<file path="src/rtl/mono_scan_pkg.sv">
package mono_scan_pkg;

    typedef enum logic [2:0] {
        ST_IDLE,
        ST_MAP_REQ,
        ST_CUR_REQ,
        ST_W0_REQ,
        ST_W1_REQ,
        ST_W1_WAIT,
        ST_SCAN
    } scan_state_e;

endpackage

</file>
<file path="src/rtl/mono_cursor_geom.sv">
// Derives the cursor top row and decides whether the current row crosses
// the cursor, and which image row it uses.
module mono_cursor_geom #(
    parameter int ROW_W    = 10,
    parameter int AH_W     = 8,
    parameter int MS_W     = 5,
    parameter int SS_W     = 6,
    parameter int CUR_SIZE = 16
) (
    input  logic [ROW_W-1:0]            row,
    input  logic [AH_W-1:0]             cur_addr_hi,
    input  logic [MS_W-1:0]             max_scan,
    input  logic [SS_W-1:0]             scan_start,
    output logic                        row_hit,
    output logic [$clog2(CUR_SIZE)-1:0] row_idx
);
    localparam int CY_W = ((AH_W + MS_W + 2) > (ROW_W + 1)) ? (AH_W + MS_W + 2) : (ROW_W + 1);
    localparam int RI_W = $clog2(CUR_SIZE);

    logic [CY_W-1:0] cell_h;
    logic [CY_W-1:0] top_row;
    logic [CY_W-1:0] row_ext;
    logic [CY_W-1:0] delta;
    logic            shown;

    always_comb begin
        cell_h  = CY_W'(max_scan) + CY_W'(1);
        top_row = CY_W'(cur_addr_hi) * cell_h + CY_W'(scan_start[SS_W-2:0]);
        shown   = ~scan_start[SS_W-1];
        row_ext = CY_W'(row);
        delta   = row_ext - top_row;
        row_hit = shown && (row_ext >= top_row) && (delta < CY_W'(CUR_SIZE));
        row_idx = delta[RI_W-1:0];
    end

endmodule

</file>
<file path="src/rtl/mono_pixel_overlay.sv">
// Selects the memory bit, merges the cursor bit and registers the pixel.
module mono_pixel_overlay #(
    parameter int COL_W    = 10,
    parameter int WORD_W   = 32,
    parameter int CUR_SIZE = 16
) (
    input  logic                clk,
    input  logic                rst_n,
    input  logic                pix_en,
    input  logic [COL_W-1:0]    pix_col,
    input  logic [WORD_W-1:0]   word,
    input  logic [COL_W-1:0]    cur_x,
    input  logic [CUR_SIZE-1:0] cur_row,
    input  logic                cur_hit,
    input  logic                fn_or,
    input  logic                video_on,
    output logic                pix_vld,
    output logic                pix_out
);
    localparam int BIT_W = $clog2(WORD_W);
    localparam int RI_W  = $clog2(CUR_SIZE);

    logic [COL_W:0] dx;
    logic           in_win;
    logic           mem_bit;
    logic           cur_bit;
    logic           mixed;

    always_comb begin
        mem_bit = word[pix_col[BIT_W-1:0]];
        dx      = {1'b0, pix_col} - {1'b0, cur_x};
        // A negative distance sets the top bit; the window ends at the last column.
        in_win  = cur_hit && !dx[COL_W] && (dx < (COL_W+1)'(CUR_SIZE));
        cur_bit = in_win && cur_row[dx[RI_W-1:0]];
        mixed   = fn_or ? (mem_bit | cur_bit) : (mem_bit & ~cur_bit);
    end

    always_ff @(posedge clk) begin
        if (!rst_n) begin
            pix_vld <= 1'b0;
            pix_out <= 1'b0;
        end else begin
            pix_vld <= pix_en;
            pix_out <= pix_en && video_on && mixed;
        end
    end

endmodule

</file>
<file path="src/rtl/mono_fetch_fsm.sv">
// Row setup and in-row word streaming against a one-cycle-latency memory.
module mono_fetch_fsm
    import mono_scan_pkg::*;
#(
    parameter int          AW       = 16,
    parameter int          WORD_W   = 32,
    parameter int          COL_W    = 10,
    parameter int          ROW_W    = 10,
    parameter int          LINE_W   = 11,
    parameter int          COLS     = 1024,
    parameter int          CUR_SIZE = 16,
    parameter logic [15:0] MAP_BASE = 16'hFE00,
    parameter logic [15:0] CUR_BASE = 16'hFFF8
) (
    input  logic                        clk,
    input  logic                        rst_n,
    input  logic                        line_go,
    input  logic [ROW_W-1:0]            line_y,
    input  logic                        pix_en,
    input  logic [COL_W-1:0]            pix_col,
    output logic                        mem_req,
    output logic [AW-1:0]               mem_addr,
    input  logic [WORD_W-1:0]           mem_rdata,
    output logic [ROW_W-1:0]            row_q,
    input  logic                        row_hit,
    input  logic [$clog2(CUR_SIZE)-1:0] row_idx,
    output logic [WORD_W-1:0]           word_q,
    output logic [CUR_SIZE-1:0]         crow_q,
    output logic                        chit_q
);
    localparam int WPL    = COLS / WORD_W;
    localparam int WIDX_W = $clog2(WPL);
    localparam int BIT_W  = $clog2(WORD_W);
    localparam int HALF   = WORD_W / 2;
    localparam int MAP_LO = 0;
    localparam int MAP_HI = HALF;

    scan_state_e          state, state_nx;
    logic [LINE_W-1:0]    bufln_q;
    logic [WORD_W-1:0]    next_q;
    logic [WIDX_W:0]      widx_q;
    logic                 refill_q;
    logic                 boundary;
    logic                 last_col;

    assign boundary = pix_en && (pix_col[BIT_W-1:0] == {BIT_W{1'b1}});
    assign last_col = pix_en && (pix_col == COL_W'(COLS - 1));

    // Next-state logic.
    always_comb begin
        state_nx = state;
        unique case (state)
            ST_IDLE:    state_nx = ST_IDLE;
            ST_MAP_REQ: state_nx = ST_CUR_REQ;
            ST_CUR_REQ: state_nx = ST_W0_REQ;
            ST_W0_REQ:  state_nx = ST_W1_REQ;
            ST_W1_REQ:  state_nx = ST_W1_WAIT;
            ST_W1_WAIT: state_nx = ST_SCAN;
            ST_SCAN:    state_nx = last_col ? ST_IDLE : ST_SCAN;
            default:    state_nx = ST_IDLE;
        endcase
        if (line_go) state_nx = ST_MAP_REQ;
    end

    // State register.
    always_ff @(posedge clk) begin
        if (!rst_n) state <= ST_IDLE;
        else        state <= state_nx;
    end

    // Memory request outputs.
    always_comb begin
        mem_req  = 1'b0;
        mem_addr = '0;
        unique case (state)
            ST_IDLE: begin
                mem_req = 1'b0;
            end
            ST_MAP_REQ: begin
                mem_req  = 1'b1;
                mem_addr = AW'(MAP_BASE) + AW'(row_q >> 1);
            end
            ST_CUR_REQ: begin
                mem_req  = 1'b1;
                mem_addr = AW'(CUR_BASE) + AW'(row_idx >> 1);
            end
            ST_W0_REQ: begin
                mem_req  = 1'b1;
                mem_addr = AW'({bufln_q, WIDX_W'(0)});
            end
            ST_W1_REQ: begin
                mem_req  = 1'b1;
                mem_addr = AW'({bufln_q, WIDX_W'(1)});
            end
            ST_W1_WAIT: begin
                mem_req = 1'b0;
            end
            ST_SCAN: begin
                mem_req  = boundary && (widx_q < (WIDX_W+1)'(WPL));
                mem_addr = AW'({bufln_q, widx_q[WIDX_W-1:0]});
            end
            default: begin
                mem_req = 1'b0;
            end
        endcase
    end

    // Data path registers that follow the state.
    always_ff @(posedge clk) begin
        if (!rst_n) begin
            row_q    <= '0;
            bufln_q  <= '0;
            word_q   <= '0;
            next_q   <= '0;
            crow_q   <= '0;
            chit_q   <= 1'b0;
            widx_q   <= '0;
            refill_q <= 1'b0;
        end else if (line_go) begin
            row_q    <= line_y;
            refill_q <= 1'b0;
        end else begin
            unique case (state)
                ST_IDLE, ST_MAP_REQ: begin
                    refill_q <= 1'b0;
                end
                ST_CUR_REQ: begin
                    bufln_q <= row_q[0] ? mem_rdata[MAP_HI +: LINE_W]
                                        : mem_rdata[MAP_LO +: LINE_W];
                end
                ST_W0_REQ: begin
                    crow_q <= row_idx[0] ? mem_rdata[WORD_W-1:HALF]
                                         : mem_rdata[HALF-1:0];
                    chit_q <= row_hit;
                end
                ST_W1_REQ: begin
                    word_q <= mem_rdata;
                end
                ST_W1_WAIT: begin
                    next_q <= mem_rdata;
                    widx_q <= (WIDX_W+1)'(2);
                end
                ST_SCAN: begin
                    if (refill_q) begin
                        next_q <= mem_rdata;
                        widx_q <= widx_q + 1'b1;
                    end
                    if (boundary) begin
                        word_q <= next_q;
                    end
                    refill_q <= boundary && (widx_q < (WIDX_W+1)'(WPL));
                end
                default: begin
                    refill_q <= 1'b0;
                end
            endcase
        end
    end

endmodule

</file>
<file path="src/rtl/mono_scanout.sv">
module mono_scanout #(
    parameter int          COLS     = 1024,
    parameter int          ROWS     = 864,
    parameter int          WORD_W   = 32,
    parameter int          AW       = 16,
    parameter int          LINE_W   = 11,
    parameter int          CUR_SIZE = 16,
    parameter int          AH_W     = 8,
    parameter int          MS_W     = 5,
    parameter int          SS_W     = 6,
    parameter logic [15:0] MAP_BASE = 16'hFE00,
    parameter logic [15:0] CUR_BASE = 16'hFFF8,
    localparam int         COL_W    = $clog2(COLS),
    localparam int         ROW_W    = $clog2(ROWS)
) (
    input  logic              clk,
    input  logic              rst_n,
    input  logic              line_go,
    input  logic [ROW_W-1:0]  line_y,
    input  logic              pix_en,
    input  logic [COL_W-1:0]  pix_col,
    input  logic              cur_or,
    input  logic              video_on,
    input  logic [COL_W-1:0]  cursor_x,
    input  logic [AH_W-1:0]   cur_addr_hi,
    input  logic [MS_W-1:0]   max_scan,
    input  logic [SS_W-1:0]   scan_start,
    output logic              mem_req,
    output logic [AW-1:0]     mem_addr,
    input  logic [WORD_W-1:0] mem_rdata,
    output logic              pix_vld,
    output logic              pix_out
);
    localparam int RI_W = $clog2(CUR_SIZE);

    logic [ROW_W-1:0]    row_q;
    logic                row_hit;
    logic [RI_W-1:0]     row_idx;
    logic [WORD_W-1:0]   word_q;
    logic [CUR_SIZE-1:0] crow_q;
    logic                chit_q;

    mono_cursor_geom #(
        .ROW_W(ROW_W), .AH_W(AH_W), .MS_W(MS_W), .SS_W(SS_W), .CUR_SIZE(CUR_SIZE)
    ) u_geom (
        .row        (row_q),
        .cur_addr_hi(cur_addr_hi),
        .max_scan   (max_scan),
        .scan_start (scan_start),
        .row_hit    (row_hit),
        .row_idx    (row_idx)
    );

    mono_fetch_fsm #(
        .AW(AW), .WORD_W(WORD_W), .COL_W(COL_W), .ROW_W(ROW_W), .LINE_W(LINE_W),
        .COLS(COLS), .CUR_SIZE(CUR_SIZE), .MAP_BASE(MAP_BASE), .CUR_BASE(CUR_BASE)
    ) u_fetch (
        .clk      (clk),
        .rst_n    (rst_n),
        .line_go  (line_go),
        .line_y   (line_y),
        .pix_en   (pix_en),
        .pix_col  (pix_col),
        .mem_req  (mem_req),
        .mem_addr (mem_addr),
        .mem_rdata(mem_rdata),
        .row_q    (row_q),
        .row_hit  (row_hit),
        .row_idx  (row_idx),
        .word_q   (word_q),
        .crow_q   (crow_q),
        .chit_q   (chit_q)
    );

    mono_pixel_overlay #(
        .COL_W(COL_W), .WORD_W(WORD_W), .CUR_SIZE(CUR_SIZE)
    ) u_mix (
        .clk     (clk),
        .rst_n   (rst_n),
        .pix_en  (pix_en),
        .pix_col (pix_col),
        .word    (word_q),
        .cur_x   (cursor_x),
        .cur_row (crow_q),
        .cur_hit (chit_q),
        .fn_or   (cur_or),
        .video_on(video_on),
        .pix_vld (pix_vld),
        .pix_out (pix_out)
    );

endmodule

</file>
<file path="config.mk">
export PLATFORM = sky130hd
export DESIGN_NAME = mono_scanout
export DESIGN_NICKNAME = d
export VERILOG_FILES = /design/src/rtl/mono_scan_pkg.sv /design/src/rtl/mono_cursor_geom.sv /design/src/rtl/mono_pixel_overlay.sv /design/src/rtl/mono_fetch_fsm.sv /design/src/rtl/mono_scanout.sv
export SDC_FILE = /design/constraint.sdc
export NUM_CORES = 1
export LEC_CHECK = 0
export ABC_AREA = 1
export BUFFER_PORTS_ARGS = -buffer_cell sky130_fd_sc_hd__buf_2
export CAP_MARGIN = 20
export CORE_ASPECT_RATIO = 0.7
export CORE_MARGIN = 4
export CORE_UTILIZATION = 55
export CTS_CLUSTER_SIZE = 12
export DETAILED_ROUTE_END_ITERATION = 6
export PLACE_DENSITY = 0.79
export SETUP_SLACK_MARGIN = 0.02
export SLEW_MARGIN = 10
export SYNTH_ARGS = -nofsm -noshare
export SYNTH_HDL_FRONTEND = slang
export SYNTH_HIERARCHICAL = 1
export SYNTH_SLANG_ARGS = --single-unit
</file>
<file path="constraint.sdc">
create_clock -name clk -period 5.35 [get_ports clk]
set_input_delay 0.535 -clock clk [delete_from_list [all_inputs] [get_ports clk]]
set_output_delay 0.535 -clock clk [all_outputs]
set_load 0.005 [all_outputs]
</file>
Word-level counts from Yosys, hierarchy flattened. Index checks and enable logic that the tools add are counted.

Word-level logic and storage cells: 81. Input port bits: 87. Flip-flop bits (word level): 114.

$add $sub $neg: 7. Reductions and logical operators: 20. $mul: 1. Equality and inequality tests: 10. Bitwise operators: 6. Muxes and demuxes: 19. Order comparisons: 6.

Operators with widths (count): case mux 32 bit (2 select lines) (2); case mux 16 bit (5 select lines) (1); 2-to-1 mux 32 bit (2); case mux 3 bit (6 select lines) (1); 2-to-1 mux 16 bit (1); adder 15 x 5 -> 15 bit (1); >= comparator 10 x 15 -> 1 bit (1); < comparator 15 x 5 -> 1 bit, second input constant (1); multiplier 8 x 15 -> 15 bit (1); subtractor 10 x 15 -> 15 bit (1); case mux 6 bit (2 select lines) (1); adder 10 x 10 -> 11 bit, first input constant (1); < comparator 11 x 5 -> 1 bit, second input constant (1); 2-to-1 mux 11 bit (1); subtractor 10 x 10 -> 11 bit (1); == test 10 bit, second input constant (1); logical AND 1 bit (10); == test 3 bit, second input constant (3); OR reduction 4 bit (2); adder 5 x 1 -> 6 bit, second input constant (1); adder 6 x 1 -> 6 bit, second input constant (1); == test 3 x 2 -> 1 bit, second input constant (2); < comparator 5 x 6 -> 1 bit, second input constant (1); < comparator 6 bit, second input constant (1); other kinds (19) (30).

Depth between registers and ports, before layout.
Depth after elaboration: 9. Gate-level depth with buffers: 34. Depth with buffers taken out: 34.

Hierarchy. The synthesis kept the hierarchy.

By module, submodules not included: mono_fetch_fsm (sequential area each 2242.2 um^2, instances 1, area an instance 5471.5 um^2, cells an instance 847); mono_cursor_geom (sequential area each 0.0 um^2, instances 1, area an instance 2602.5 um^2, cells an instance 403); mono_pixel_overlay (sequential area each 40.0 um^2, instances 1, area an instance 1331.3 um^2, cells an instance 258).

Worst setup path after synthesis. No wires, ideal clock.

Kind: input port to flip-flop. Start: in max_scan[0]. End: reg u_fetch.chit_q. Stages: 30. Path slack: 0.045 ns. Arrival time: 5.241 ns. Library setup time: 0.064 ns. Path through: clkbuf_1 -> nand4_1 -> nor2_1 -> inv_1 -> nor2_1 -> fa_1 -> fa_1 -> inv_1 -> fa_1 -> inv_1 -> ha_1 -> ha_1 -> a21oi_1 -> nand2_1 -> a21oi_1 -> xor2_1 -> ha_1 -> nand2_1 -> inv_1 -> a21oi_1 -> nand2_1 -> nand2_1 -> nand2_1 -> nor2_2 -> nand2_1 -> nor2_2 -> nand3_1 -> nor2_2 -> nor2_1 -> nor2_1.

Cells in the longest elaborated chain, start to end: 6. Elaborated cells between the ends (all ways): 8. Those cells by class: add/sub (3); mul (1); order compare (2); reduce/logical (2).

Ends and longest elaborated chain: from (decl) (RTL line mono_scanout.sv:26) `input logic [MS_W-1:0] max_scan,`; adder 5 x 1 -> 6 bit * (RTL line mono_cursor_geom.sv:27) `cell_h = CY_W'(max_scan) + CY_W'(1);`; multiplier 8 x 15 -> 15 bit * (RTL line mono_cursor_geom.sv:28) `top_row = CY_W'(cur_addr_hi) * cell_h + CY_W'(scan_start[SS_W-2:0]);`; adder 15 x 5 -> 15 bit * (RTL line mono_cursor_geom.sv:28); subtractor 10 x 15 -> 15 bit / >= comparator 10 x 15 -> 1 bit (equally long branches) (RTL line mono_cursor_geom.sv:31, mono_cursor_geom.sv:32); < comparator 15 x 5 -> 1 bit / logical AND 1 bit (equally long branches) (RTL line mono_cursor_geom.sv:32) `row_hit = shown && (row_ext >= top_row) && (delta < CY_W'(CUR_SIZE));`; logical AND 1 bit * (RTL line mono_cursor_geom.sv:32); named net row_hit (RTL line mono_scanout.sv:37) `logic row_hit;`; to (signal assigned) (RTL line mono_fetch_fsm.sv:134) `chit_q <= row_hit;`; to (decl) (RTL line mono_fetch_fsm.sv:29) `output logic chit_q`.

The timed path passes the listed nets; every way through them passes the cells marked *. A chain may end at the register's enable or synchronous reset.

Worst setup path in the final report.
Start: in max_scan[0]. End: out mem_addr[2].

Cells in the longest elaborated chain, start to end: 6.

Ends and longest elaborated chain: adder 5 x 1 -> 6 bit (RTL line mono_cursor_geom.sv:27); multiplier 8 x 15 -> 15 bit (RTL line mono_cursor_geom.sv:28); adder 15 x 5 -> 15 bit (RTL line mono_cursor_geom.sv:28); subtractor 10 x 15 -> 15 bit (RTL line mono_cursor_geom.sv:31) `delta = row_ext - top_row;`; named net row_idx[3] (RTL line mono_scanout.sv:38) `logic [RI_W-1:0] row_idx;`; adder 4 x 4 -> 5 bit (RTL line mono_fetch_fsm.sv:85) `mem_addr = AW'(CUR_BASE) + AW'(row_idx >> 1);`; case mux 16 bit (5 select lines) (RTL line mono_fetch_fsm.sv:75) `unique case (state)`; to (decl) (RTL line mono_scanout.sv:29) `output logic [AW-1:0] mem_addr,`.

The timed path passes the listed nets, and every way through them passes these cells.

==> results_dict.tcl <==
set metrics [dict create \
    syn-cell-area_um2 9410 \
    synth-edff-count 0 \
    drtIter0Drc 1251 \
    leakagePower_nw 5.74 \
    die_area_um2 19300 \
    hpwlAfterDp_mm 20.4 \
    post-route-min-period_ps 5130 \
    avgViaCountPerCell 5.43 \
    max-cap-violations 0 \
    num_vias 10100 \
    drc_errors 0 \
    tritoncts "built" \
    insertion_delay_ps 410 \
    synthFlopType "dfxtp_1" \
    p_switching_mw 1.59 \
    fin_crit_sh_pct 95.9 \
    ys_top_cells_by_area "dfxtp_1 24%, nand2_1 15%, nor2_1 10%, ha_1 8.1%, inv_1 7.9%" \
    setup.worst_path.end "mem_addr[2]" \
    nets 1791 \
    yosysUniqueCellTypes 41 \
    path_cells "buf_2, ha_4, xor2_1, buf_4, buf_4, nand2_1, fa_1, inv_1, ha_1, ha_1, fa_1, ha_1, buf_4, buf_4, xor2_1, ha_1, xor2_1, nand2_1, nand3_1, buf_2" \
    busiest_layer "met1" \
    internal_power_mw 2.49 \
    die_x_um 164 \
    critical-path-max-stage-delay_ps 530 \
    final-seq-area_um2 2280 \
    met2_usage_pct 40.3 \
    setup-tns-final_ps 0 \
    cts_hold_buf 0 \
    finalClockSkew_ps 9.30 \
    power.density_nw_per_um2 367 \
    power.share.combinational_pct 49.7 \
    synth_common_cells "366 x nand2_1, 254 x nor2_1, 198 x inv_1, 121 x nand3_1, 114 x dfxtp_1" \
    htree_levels 4 \
    sw_frac_of_total_pct 38.9 \
    endpoint_kind "output pin" \
    grt_overflow 0 \
    wl_mm 28.2 \
    ys_warn_count 6 \
    setup_viol 0 \
    p_seq_share_pct 21.4 \
    diodes 0 \
    fin_area_um2 11100 \
    multiInputGateArea_um2 6250 \
    postSynth.asyncResetShare_pct 0 \
    syn_inst 1508 \
    std_cell_rows 39 \
    grt_max_degree 81 \
    r2r_start "u_fetch/row_q[0]" \
    synth_top_area_cell "dfxtp_1" \
    critical_path_class "input pin to output pin" \
    firstDrtPassIters 6 \
    dieHeight_um 117 \
    start_util_pct 56.9 \
    ant_nets 0 \
    placed_area_um2 10200 \
    grt_pass1_vias 9041 \
    crit_fanout 5 \
    max_freq_mhz 195 \
    globalplace.congestion 0.943 \
    synth.net_count 1685 \
    grt.met3_usage_pct 5.36 \
    finalHoldWorstSlack_ps 344 \
    syn_to_final_growth_pct 18.2 \
    critPathArrivalTime_ps 4600 \
    layout-drive-gt1-share_pct 16.9 \
    synth_top_area_share_pct 24.3 \
    clk_pin_slew_ps 60 \
    rr_endpoint "u_fetch/chit_q" \
    wl_per_cell_um 15.2 \
    use_met1_pct 44.8 \
    required_ps 4820 \
    grt_pass1_wl_mm 45.5 \
    coreArea_um2 16500 \
    rrSetupSlack_ps 2620 \
    min_path_type "input pin to flip-flop" \
    cts_buffers 17 \
    grt_usage_pct 28.6 \
    finalMaxSlewViolations 0 \
    hold_viol_final 0 \
    p_clk_share_pct 28.9 \
    nFillCells 1476 \
    port_buffers 105 \
    peakVddDrop_mv 0.288 \
    yosysMostFrequentCell "nand2_1" \
    ys_seq_area_share_pct 24.3 \
    startpoint "max_scan[0]" \
    slew-limit-headroom_pct 42.4 \
    ioPinCount 106 \
    antenna_found_initial 0 \
    outcome "finished clean" \
    tightest_slew_ps 863 \
    clock_path_buffers 2 \
    reg2regPathDepth 16 \
    crit_path_start_kind "input pin" \
    cp_slowest_cell "fa_1" \
    cts_root_buf "clkbuf_16" \
    synth_area_per_cell_um2 6.24 \
    numClockSinks 114 \
    ys_ff_latch 114 \
]
==> placed cells by master (no fill, tap or decap), types with 16 or more instances in the layout <==
master,instances
fa_1,28
nand2_1,360
a21oi_1,51
nor2_2,16
o21ai_0,105
nand4_1,50
dfxtp_1,114
nor2_1,246
nand2_2,21
inv_1,194
clkbuf_16,17
buf_4,45
buf_2,105
nand3_1,120
ha_1,51
==> cells by family after synthesis <==
kind of cell / count (synthesis) / share of synthesized area [%]
AOI/OAI and AO/OA: 181 / 10.4
xor gates and xnor gates: 13 / 1.21
adders and majority gates: 90 / 14.3
buffers and inverters: 273 / 11.7
DFF: 114 / 24.3
and+or+nand+nor: 837 / 38.2
==> cell type report <==
| cell class | count | area share [%] |
|---|---|---|
| multi-input combinational | 1121 | 56.2 |
| sequential | 114 | 20.5 |
| timing repair buffer | 152 | 8.11 |
| inverter | 208 | 7.11 |
| clock buffer | 20 | 4.11 |
| tap | 225 | 2.53 |
| clock inverter | 12 | 1.40 |
==> worst min-delay path by stage <==
stage	from	to	slack (ps)	cells after the start
2_1_floorplan	u_fetch/widx_q[5]	u_fetch/widx_q[5]	450	2
5_1_grt	line_y[8]	u_fetch/row_q[8]	350	3
3_3_place_gp	u_fetch/word_q[31]	u_fetch/word_q[31]	460	2
3_5_place_dp	u_fetch/word_q[24]	u_fetch/word_q[24]	470	2
4_1_cts	line_y[8]	u_fetch/row_q[8]	340	3
6_report	line_y[8]	u_fetch/row_q[8]	340	3
==> registers in the layout (all words and copies together) (netlist names) <==
signal / count
u_fetch/next_q: 32
u_fetch/word_q: 32
u_fetch/crow_q: 16
u_fetch/bufln_q: 11
u_fetch/row_q: 10
u_fetch/widx_q: 6
u_fetch/state: 3
u_fetch/chit_q: 1
u_fetch/refill_q: 1
u_mix/pix_out: 1
u_mix/pix_vld: 1
==> critical path: cells and delay by family <==
kind	cells	cell delay, ps
xor+xnor	3	500
fa+ha+maj	7	2460
simple gates	3	230
buf+inv	7	830
==> repair_timing <==
item	CTS	global route
resized for setup	1	46
setup buffers	0	6
pin swaps	0	27
setup endpoints to repair	1	1
==> power groups by stage <==
stage | Combinational, mW | Clock, mW | Sequential, mW
6_report | 2.03 | 1.18 | 0.874
5_1_grt | 2.24 | 1.23 | 0.875
4_1_cts | 1.73 | 1.18 | 0.874
3_5_place_dp | 1.71 | 0 | 0.892
3_3_place_gp | 1.69 | 0 | 0.892
2_1_floorplan | 1.16 | 0 | 0.885
==> per-layer routing <==
layer  wire length, um  vias up  part of all wire [%]
met1             13400     4546                    48
met2             11500      495                    41
met4               432        0                   1.5
met5                 0        -                     0
li1                  -     4987                     -
met3              2820       37                    10
==> stage by stage <==
stage / std cells / util (%) / power [mW] / worst slack [ps]
after global routing: 1852 / 67.2 / 4.35 / -11.9
after global placement: 1813 / 61.7 / 2.58 / -226
after floorplan: 1508 / - / 2.04 / 44.9
after detailed placement: 1813 / 61.7 / 2.60 / -390
final: 1852 / 67.2 / 4.08 / 219
after CTS: 1845 / 65.4 / 3.79 / 35.7
No activity file was read; power rests on OpenSTA's default activity.
